$ cat src/rtl/mc_pkg.sv
package mc_pkg;

  typedef enum logic [2:0] {
    ALU_AND = 3'b000,
    ALU_OR  = 3'b001,
    ALU_ADD = 3'b010,
    ALU_SUB = 3'b110,
    ALU_SLT = 3'b111
  } alu_op_e;

  typedef enum logic [1:0] {
    SRCB_REG  = 2'd0,
    SRCB_FOUR = 2'd1,
    SRCB_IMM  = 2'd2,
    SRCB_IMM4 = 2'd3
  } srcb_e;

  typedef enum logic [1:0] {
    PCSRC_ALU  = 2'd0,
    PCSRC_HELD = 2'd1,
    PCSRC_JUMP = 2'd2,
    PCSRC_RSVD = 2'd3
  } pcsrc_e;

  // instruction field positions, fixed by the encoding
  localparam int OPC_LSB  = 26;
  localparam int RS_LSB   = 21;
  localparam int RT_LSB   = 16;
  localparam int RD_LSB   = 11;
  localparam int IMM_W    = 16;
  localparam int JFIELD_W = 26;
  localparam int FIELD6_W = 6;

endpackage

$ cat src/rtl/mc_alu.sv
module mc_alu
  import mc_pkg::*;
#(
  parameter int XLEN = 32
) (
  input  alu_op_e         op,
  input  logic [XLEN-1:0] a,
  input  logic [XLEN-1:0] b,
  output logic [XLEN-1:0] y,
  output logic            zero
);

  logic signed_lt;

  assign signed_lt = ($signed(a) < $signed(b));

  always_comb begin
    case (op)
      ALU_AND: y = a & b;
      ALU_OR:  y = a | b;
      ALU_ADD: y = a + b;
      ALU_SUB: y = a - b;
      ALU_SLT: y = {{(XLEN-1){1'b0}}, signed_lt};
      default: y = '0;
    endcase
  end

  assign zero = (y == '0);

endmodule

$ cat src/rtl/mc_regfile.sv
module mc_regfile #(
  parameter int XLEN  = 32,
  parameter int DEPTH = 32
) (
  input  logic                     clk,
  input  logic                     we,
  input  logic [$clog2(DEPTH)-1:0] waddr,
  input  logic [XLEN-1:0]          wdata,
  input  logic [$clog2(DEPTH)-1:0] ra,
  input  logic [$clog2(DEPTH)-1:0] rb,
  output logic [XLEN-1:0]          rda,
  output logic [XLEN-1:0]          rdb
);

  localparam int AW = $clog2(DEPTH);

  logic [XLEN-1:0] regs [DEPTH];

  // entry 0 is never written; reads of index 0 are forced to zero
  always_ff @(posedge clk) begin
    if (we && (waddr != AW'(0))) regs[waddr] <= wdata;
  end

  assign rda = (ra == AW'(0)) ? '0 : regs[ra];
  assign rdb = (rb == AW'(0)) ? '0 : regs[rb];

endmodule

$ cat src/rtl/mc_pc_unit.sv
module mc_pc_unit
  import mc_pkg::*;
#(
  parameter int XLEN = 32
) (
  input  logic                clk,
  input  logic                rst,
  input  logic                pc_we,
  input  logic                pc_we_cond,
  input  logic                zero,
  input  pcsrc_e              pc_src,
  input  logic [XLEN-1:0]     alu_y,
  input  logic [XLEN-1:0]     alu_held,
  input  logic [JFIELD_W-1:0] jfield,
  output logic [XLEN-1:0]     pc_q
);

  localparam int UPPER_W = XLEN - JFIELD_W - 2;

  logic [XLEN-1:0] jump_tgt;
  logic [XLEN-1:0] pc_next;
  logic            pc_load;

  assign jump_tgt = {pc_q[XLEN-1 -: UPPER_W], jfield, 2'b00};
  assign pc_load  = pc_we | (pc_we_cond & zero);

  always_comb begin
    case (pc_src)
      PCSRC_HELD: pc_next = alu_held;
      PCSRC_JUMP: pc_next = jump_tgt;
      default:    pc_next = alu_y;
    endcase
  end

  always_ff @(posedge clk) begin
    if (rst)          pc_q <= '0;
    else if (pc_load) pc_q <= pc_next;
  end


  pc_hold_chk: assert property (@(posedge clk) disable iff (rst)
    !(pc_we || (pc_we_cond && zero)) |=> $stable(pc_q))
    else $error("pc changed without a write enable");


  jump_tgt_chk: assert property (@(posedge clk) disable iff (rst)
    (pc_we && pc_src == PCSRC_JUMP) |=>
      (pc_q[1:0] == 2'b00 &&
       pc_q[XLEN-1 -: UPPER_W] == $past(pc_q[XLEN-1 -: UPPER_W]) &&
       pc_q[JFIELD_W+1:2] == $past(jfield)))
    else $error("jump target malformed");


  br_taken_chk: assert property (@(posedge clk) disable iff (rst)
    (pc_we_cond && zero && pc_src == PCSRC_HELD) |=> pc_q == $past(alu_held))
    else $error("taken branch did not load held target");

endmodule

$ cat src/rtl/mc_datapath.sv
module mc_datapath
  import mc_pkg::*;
#(
  parameter int XLEN  = 32,
  parameter int NREGS = 32
) (
  input  logic            clk,
  input  logic            rst,
  input  logic            pc_we,
  input  logic            pc_we_cond,
  input  logic            addr_sel,
  input  logic            mem_rd,
  input  logic            mem_wr,
  input  logic            ir_we,
  input  logic            rf_we,
  input  logic            dst_sel,
  input  logic            wb_sel,
  input  logic            srca_sel,
  input  logic [1:0]      srcb_sel,
  input  logic [2:0]      alu_op,
  input  logic [1:0]      pc_src,
  output logic [XLEN-1:0] mem_addr,
  output logic [XLEN-1:0] mem_wdata,
  output logic            mem_re,
  output logic            mem_we,
  input  logic [XLEN-1:0] mem_rdata,
  output logic [5:0]      opcode,
  output logic [5:0]      funct,
  output logic            zero
);

  localparam int RIDX = $clog2(NREGS);

  // holding registers
  logic [XLEN-1:0] pc_q, ir_q, mdr_q, a_q, b_q, aluout_q;

  logic [RIDX-1:0] rs_idx, rt_idx, rd_idx, wr_idx;
  logic [XLEN-1:0] rf_rda, rf_rdb, rf_wd;
  logic [XLEN-1:0] imm_sx, imm_sh;
  logic [XLEN-1:0] srca, srcb, alu_y;
  logic            alu_zero;

  assign rs_idx = ir_q[RS_LSB +: RIDX];
  assign rt_idx = ir_q[RT_LSB +: RIDX];
  assign rd_idx = ir_q[RD_LSB +: RIDX];

  assign imm_sx = {{(XLEN-IMM_W){ir_q[IMM_W-1]}}, ir_q[IMM_W-1:0]};
  assign imm_sh = {imm_sx[XLEN-3:0], 2'b00};

  // write-back steering
  assign wr_idx = dst_sel ? rd_idx : rt_idx;
  assign rf_wd  = wb_sel ? mdr_q : aluout_q;

  mc_regfile #(.XLEN(XLEN), .DEPTH(NREGS)) u_rf (
    .clk  (clk),
    .we   (rf_we),
    .waddr(wr_idx),
    .wdata(rf_wd),
    .ra   (rs_idx),
    .rb   (rt_idx),
    .rda  (rf_rda),
    .rdb  (rf_rdb)
  );

  // ALU operand steering
  assign srca = srca_sel ? a_q : pc_q;

  always_comb begin
    case (srcb_e'(srcb_sel))
      SRCB_REG:  srcb = b_q;
      SRCB_FOUR: srcb = XLEN'(4);
      SRCB_IMM:  srcb = imm_sx;
      default:   srcb = imm_sh;
    endcase
  end

  mc_alu #(.XLEN(XLEN)) u_alu (
    .op  (alu_op_e'(alu_op)),
    .a   (srca),
    .b   (srcb),
    .y   (alu_y),
    .zero(alu_zero)
  );

  mc_pc_unit #(.XLEN(XLEN)) u_pc (
    .clk       (clk),
    .rst       (rst),
    .pc_we     (pc_we),
    .pc_we_cond(pc_we_cond),
    .zero      (alu_zero),
    .pc_src    (pcsrc_e'(pc_src)),
    .alu_y     (alu_y),
    .alu_held  (aluout_q),
    .jfield    (ir_q[JFIELD_W-1:0]),
    .pc_q      (pc_q)
  );

  always_ff @(posedge clk) begin
    if (rst) begin
      ir_q     <= '0;
      mdr_q    <= '0;
      a_q      <= '0;
      b_q      <= '0;
      aluout_q <= '0;
    end else begin
      if (ir_we) ir_q <= mem_rdata;
      mdr_q    <= mem_rdata;
      a_q      <= rf_rda;
      b_q      <= rf_rdb;
      aluout_q <= alu_y;
    end
  end

  // shared memory port
  assign mem_addr  = addr_sel ? aluout_q : pc_q;
  assign mem_wdata = b_q;
  assign mem_re    = mem_rd;
  assign mem_we    = mem_wr;

  assign opcode = ir_q[OPC_LSB +: FIELD6_W];
  assign funct  = ir_q[FIELD6_W-1:0];
  assign zero   = alu_zero;


  r0_zero_chk: assert property (@(posedge clk) disable iff (rst)
    (rs_idx == RIDX'(0)) |=> a_q == '0)
    else $error("register 0 read non-zero");


  rf_wr_rd_chk: assert property (@(posedge clk) disable iff (rst)
    ($past(rf_we) && $past(wr_idx) != RIDX'(0) && rs_idx == $past(wr_idx))
      |-> rf_rda == $past(rf_wd))
    else $error("register write not visible on read");


  ir_hold_chk: assert property (@(posedge clk) disable iff (rst)
    !ir_we |=> $stable(ir_q))
    else $error("instruction register changed without load");

endmodule

$ cat config.mk
export PLATFORM = sky130hd
export DESIGN_NAME = mc_datapath
export DESIGN_NICKNAME = d
export VERILOG_FILES = /design/src/rtl/mc_pkg.sv /design/src/rtl/mc_alu.sv /design/src/rtl/mc_regfile.sv /design/src/rtl/mc_pc_unit.sv /design/src/rtl/mc_datapath.sv
export SDC_FILE = /design/constraint.sdc
export NUM_CORES = 2
export LEC_CHECK = 0
export ABC_CLOCK_PERIOD_IN_PS = 4200
export BUFFER_PORTS_ARGS = -buffer_cell sky130_fd_sc_hd__clkbuf_2
export CAP_MARGIN = 5
export CORE_MARGIN = 1.5
export CORE_UTILIZATION = 35
export CTS_CLUSTER_DIAMETER = 60
export DETAILED_ROUTE_END_ITERATION = 6
export PLACE_DENSITY = 0.47
export SLEW_MARGIN = 20
export SYNTH_ARGS = -nofsm -noshare
export SYNTH_HDL_FRONTEND = slang
export SYNTH_SLANG_ARGS = --single-unit
$ cat constraint.sdc
create_clock -name clk -period 4.2 [get_ports clk]
set_clock_uncertainty 0.15 [all_clocks]
set_input_delay 0.21 -clock clk [delete_from_list [all_inputs] [get_ports clk]]
set_output_delay 0.21 -clock clk [all_outputs]
set_load 0.02 [all_outputs]
==> results by group <==
Synthesis
  • Distinct cells, synth: 86
  • Post-synth EDFFs: 1,024
  • Sequential fraction of the synthesis area: 57.1%
  • Top FF cell, synth: edfxtp_1
  • Ys Warns: 0
  • Ys async rst share: 0%
  • Yosys reg bits: 1,216
  • Synthesized area per cell: 15.5 um^2
  • Syn Inst Count: 3,902
  • Cell Area, Synth: 0.0606 mm^2

CTS
  • Worst-path clk slew: 60 ps
  • Clk Latency, worst-skew pair: 790 ps
  • H-tree depth: 4
  • Maximum clock path buffer count: 3
  • CTS Buf Count: 140
  • Clock sinks: 1,216
  • Root Buffer: clkbuf_16
  • TritonCTS clock tree: built

Status
  • Failing checks: negative setup slack
  • Outcome: finished, violations left

Drt
  • Avg WL per Cell: 32.2 um
  • # DRC: 0
  • Via density per instance: 5.73
  • Drt pass-1 iters: 6
  • Detailed-route via count: 40,400
  • Routed wire length: 227 mm
  • DR iter-0 viols: 4,099
  • Detail Route Antenna Nets: 0

Placement
  • Post-DP HPWL: 148 mm
  • Final Wtd Congestion: 0.932
  • Dpl ws: -1120 ps
  • Placed Area: 0.0692 mm^2
  • Port Buffer Count: 125
  • Placed cell count: 6,727

Timing
  • FMAX: 0.194 GHz
  • Smallest setup slack after layout: -943 ps
  • Rel. slew slack: 22.8%
  • RSZ-0062 raised after global routing: true
  • Hold Fails Final Rpt: 0
  • Final min period: 5140 ps
  • Hold Slack: 60.4 ps
  • Final setup viols: 33
  • Slew Limit Fails: 0
  • Tcrit/Tclk final: 122%
  • Worst-Margin Slew: 1160 ps

Setup path
  • Crit-path max FO: 3
  • WP data required: 3840 ps
  • Startpoint types: flop
  • Critical path capture point type: primary output
  • Crit Path Class: flop to primary output
  • Critical Path AT: 4780 ps

Global route
  • Total track usage: 25.8%
  • Largest net degree at the start of global routing: 61
  • First-pass GRT wire length: 318 mm
  • Vias in the first global route: 41,000
  • Antenna violations before repair: 12
  • Grt ovf: 0

Layout
  • Area delta synth->final: 24.1%
  • Commonest non-fill, non-tap cells in the layout: edfxtp_1 (1,024), buf_4 (615), mux4_2 (488)
  • Multi-input logic area: 0.0255 mm^2
  • Post-route cell area: 0.0752 mm^2
  • Commonest non-fill, non-tap cell in the layout: edfxtp_1
  • Layout Nets: 4,792
  • Fill count: 15,400
  • Non-filler cells, final: 7,055
  • Fraction of layout cells with a size suffix above 1: 39.1%
  • Register Area: 0.0346 mm^2

Pwr
  • Max IR drop VDD: 0.460 mV
  • P_int: 0.0229 W
  • Switch share: 27.1%
  • Psw: 0.00851 W
  • P per Cell Area: 418 mW/mm^2
  • Combinational group share of total power: 18.3%
  • Total leakage power: 26.2 nW
  • Sequential share of power: 43.5%
  • Clock share of power: 38.1%

Floorplanning
  • IO Count: 130
  • Die height: 419 um
  • FP Rows: 152
  • Core area: 0.172 mm^2
  • Initial Util: 35.3%
  • Die width: 419 um
  • Die Area: 0.176 mm^2

Worst hold path
  • Hold Path Class: input port to flop

Run
  • Max-Cap Viols: 0
-- critical path, stage by stage (launching register included) --
cell,delay [ps]
dfxtp_2,340
buf_12,110
mux2i_1,60
or2_4,280
ha_4,240
nor2b_2,170
o311ai_2,250
buf_4,180
buf_4,130
nand2_1,100
buf_4,160
xnor2_1,130
a221oi_2,320
and4_1,270
and3_4,220
nand4_2,130
nor4b_4,380
buf_4,180
and4_4,210
clkbuf_8,140
-- power by group through the flow --
stage	logic [W]	clock network [W]	registers, W
6_report	0.00575	0.0120	0.0137
5_1_grt	0.00607	0.0126	0.0137
3_3_place_gp	0.00537	0	0.0139
4_1_cts	0.00559	0.0122	0.0137
3_5_place_dp	0.00535	0	0.0139
2_1_floorplan	0.00282	0	0.0138
-- cells in the mapped netlist (all sizes together) (6+ instances only) --
| cell type | count | area share [%] |
|---|---|---|
| mux2 | 151 | 2.8 |
| o2111ai | 6 | 0.087 |
| buf | 122 | 0.94 |
| a221oi | 70 | 1.0 |
| and2 | 9 | 0.093 |
| a21oi | 135 | 1.1 |
| nand4 | 16 | 0.18 |
| o21a | 6 | 0.074 |
| o221ai | 49 | 0.71 |
| and3 | 8 | 0.083 |
| o31ai | 17 | 0.21 |
| nand3 | 20 | 0.17 |
| o211a | 6 | 0.099 |
| a31oi | 17 | 0.19 |
| xnor2 | 22 | 0.32 |
| dfxtp | 192 | 6.3 |
| or2 | 8 | 0.083 |
| o22ai | 60 | 0.62 |
| mux4 | 488 | 18 |
| nor2b | 60 | 0.62 |
| a22oi | 10 | 0.12 |
| nor4 | 17 | 0.18 |
| nand2 | 138 | 0.85 |
| a22o | 34 | 0.49 |
| nand2b | 19 | 0.20 |
| or3 | 6 | 0.062 |
| edfxtp | 1024 | 51 |
| inv | 131 | 0.81 |
| ha | 109 | 2.3 |
| o21ai | 48 | 0.40 |
| a211oi | 31 | 0.40 |
| a21o | 24 | 0.30 |
| nor2 | 233 | 1.4 |
| o211ai | 17 | 0.21 |
| and4 | 7 | 0.10 |
| a21boi | 7 | 0.087 |
| mux2i | 289 | 4.8 |
| nor3 | 34 | 0.29 |
| a211o | 18 | 0.26 |
| clkbuf | 185 | 1.1 |
-- metrics by stage --
stage	total power, W	utilization, %	setup TNS [ps]
floorplan	0.0166	-	-71050
global placement	0.0193	40.3	-34610
detailed placement	0.0193	40.3	-34540
CTS	0.0315	43.6	-14220
global route	0.0324	43.8	-17990
finish	0.0314	43.8	-14030
-- kinds of logic (layout without fill, tap and decap cells) --
family	after synthesis	in the layout	synth area share, %
buffers and inverters	439	1248	2.90
multiplexers	928	928	25.7
flip-flops	1216	1216	57.1
other	1	35	0.00619
AND/OR/NAND/NOR	583	583	4.48
adder cells (fa/ha/maj)	111	111	2.32
AO/OA/AOI/OAI	598	598	7.14
XOR/XNOR	26	26	0.376
-- final timing paths --
| kind | start | end | slack, ps | cells after the start |
|---|---|---|---|---|
| worst min-delay path | mem_rdata[25] | mdr_q[25]$_SDFF_PP0_ | 60 | 3 |
| worst max register to register | mem_wdata[1]$_SDFF_PP0_ | u_pc.pc_q[1]$_SDFFE_PP0P_ | -480 | 22 |
| worst min register to register | u_pc.pc_q[27]$_SDFFE_PP0P_ | u_pc.pc_q[27]$_SDFFE_PP0P_ | 330 | 2 |
| worst max-delay path | mem_wdata[1]$_SDFF_PP0_ | zero | -940 | 19 |
-- cell type report --
type,count,area share [%]
sequential,1216,46.1
inverter,132,0.662
timing repair buffer,862,9.62
tap,2310,3.84
clock buffer,178,4.98
antenna,3,0.00998
multi-input combinational,2278,33.9
clock inverter,76,0.937
-- sequential cells by signal (all words and copies together), names as in the netlist --
signal,cells
a_q,32
aluout_q,32
ir_q,32
mdr_q,32
mem_wdata,32
u_pc.pc_q,32
u_rf.regs,1024
-- timing repair --
item                                    in CTS  in global routing
cloned                                       2                  0
endpoints found under the setup margin      33                 33
pin swaps                                   31                 35
hold buffers                                39                  0
buffers inserted                            19                 13
gates resized for setup                    114                 64
hold endpoints to repair                    99                  0
-- layer usage --
metal	part of all wire, %	vias to the layer above	routed length [um]	track usage (%)
li1	-	17200	-	-
met1	42	21400	94800	34.3
met2	49	1503	112000	43.7
met3	6.1	300	13800	3.62
met4	3.1	2	6930	7.83
met5	0.0084	-	19	0
(Power assumes the default switching activity.)
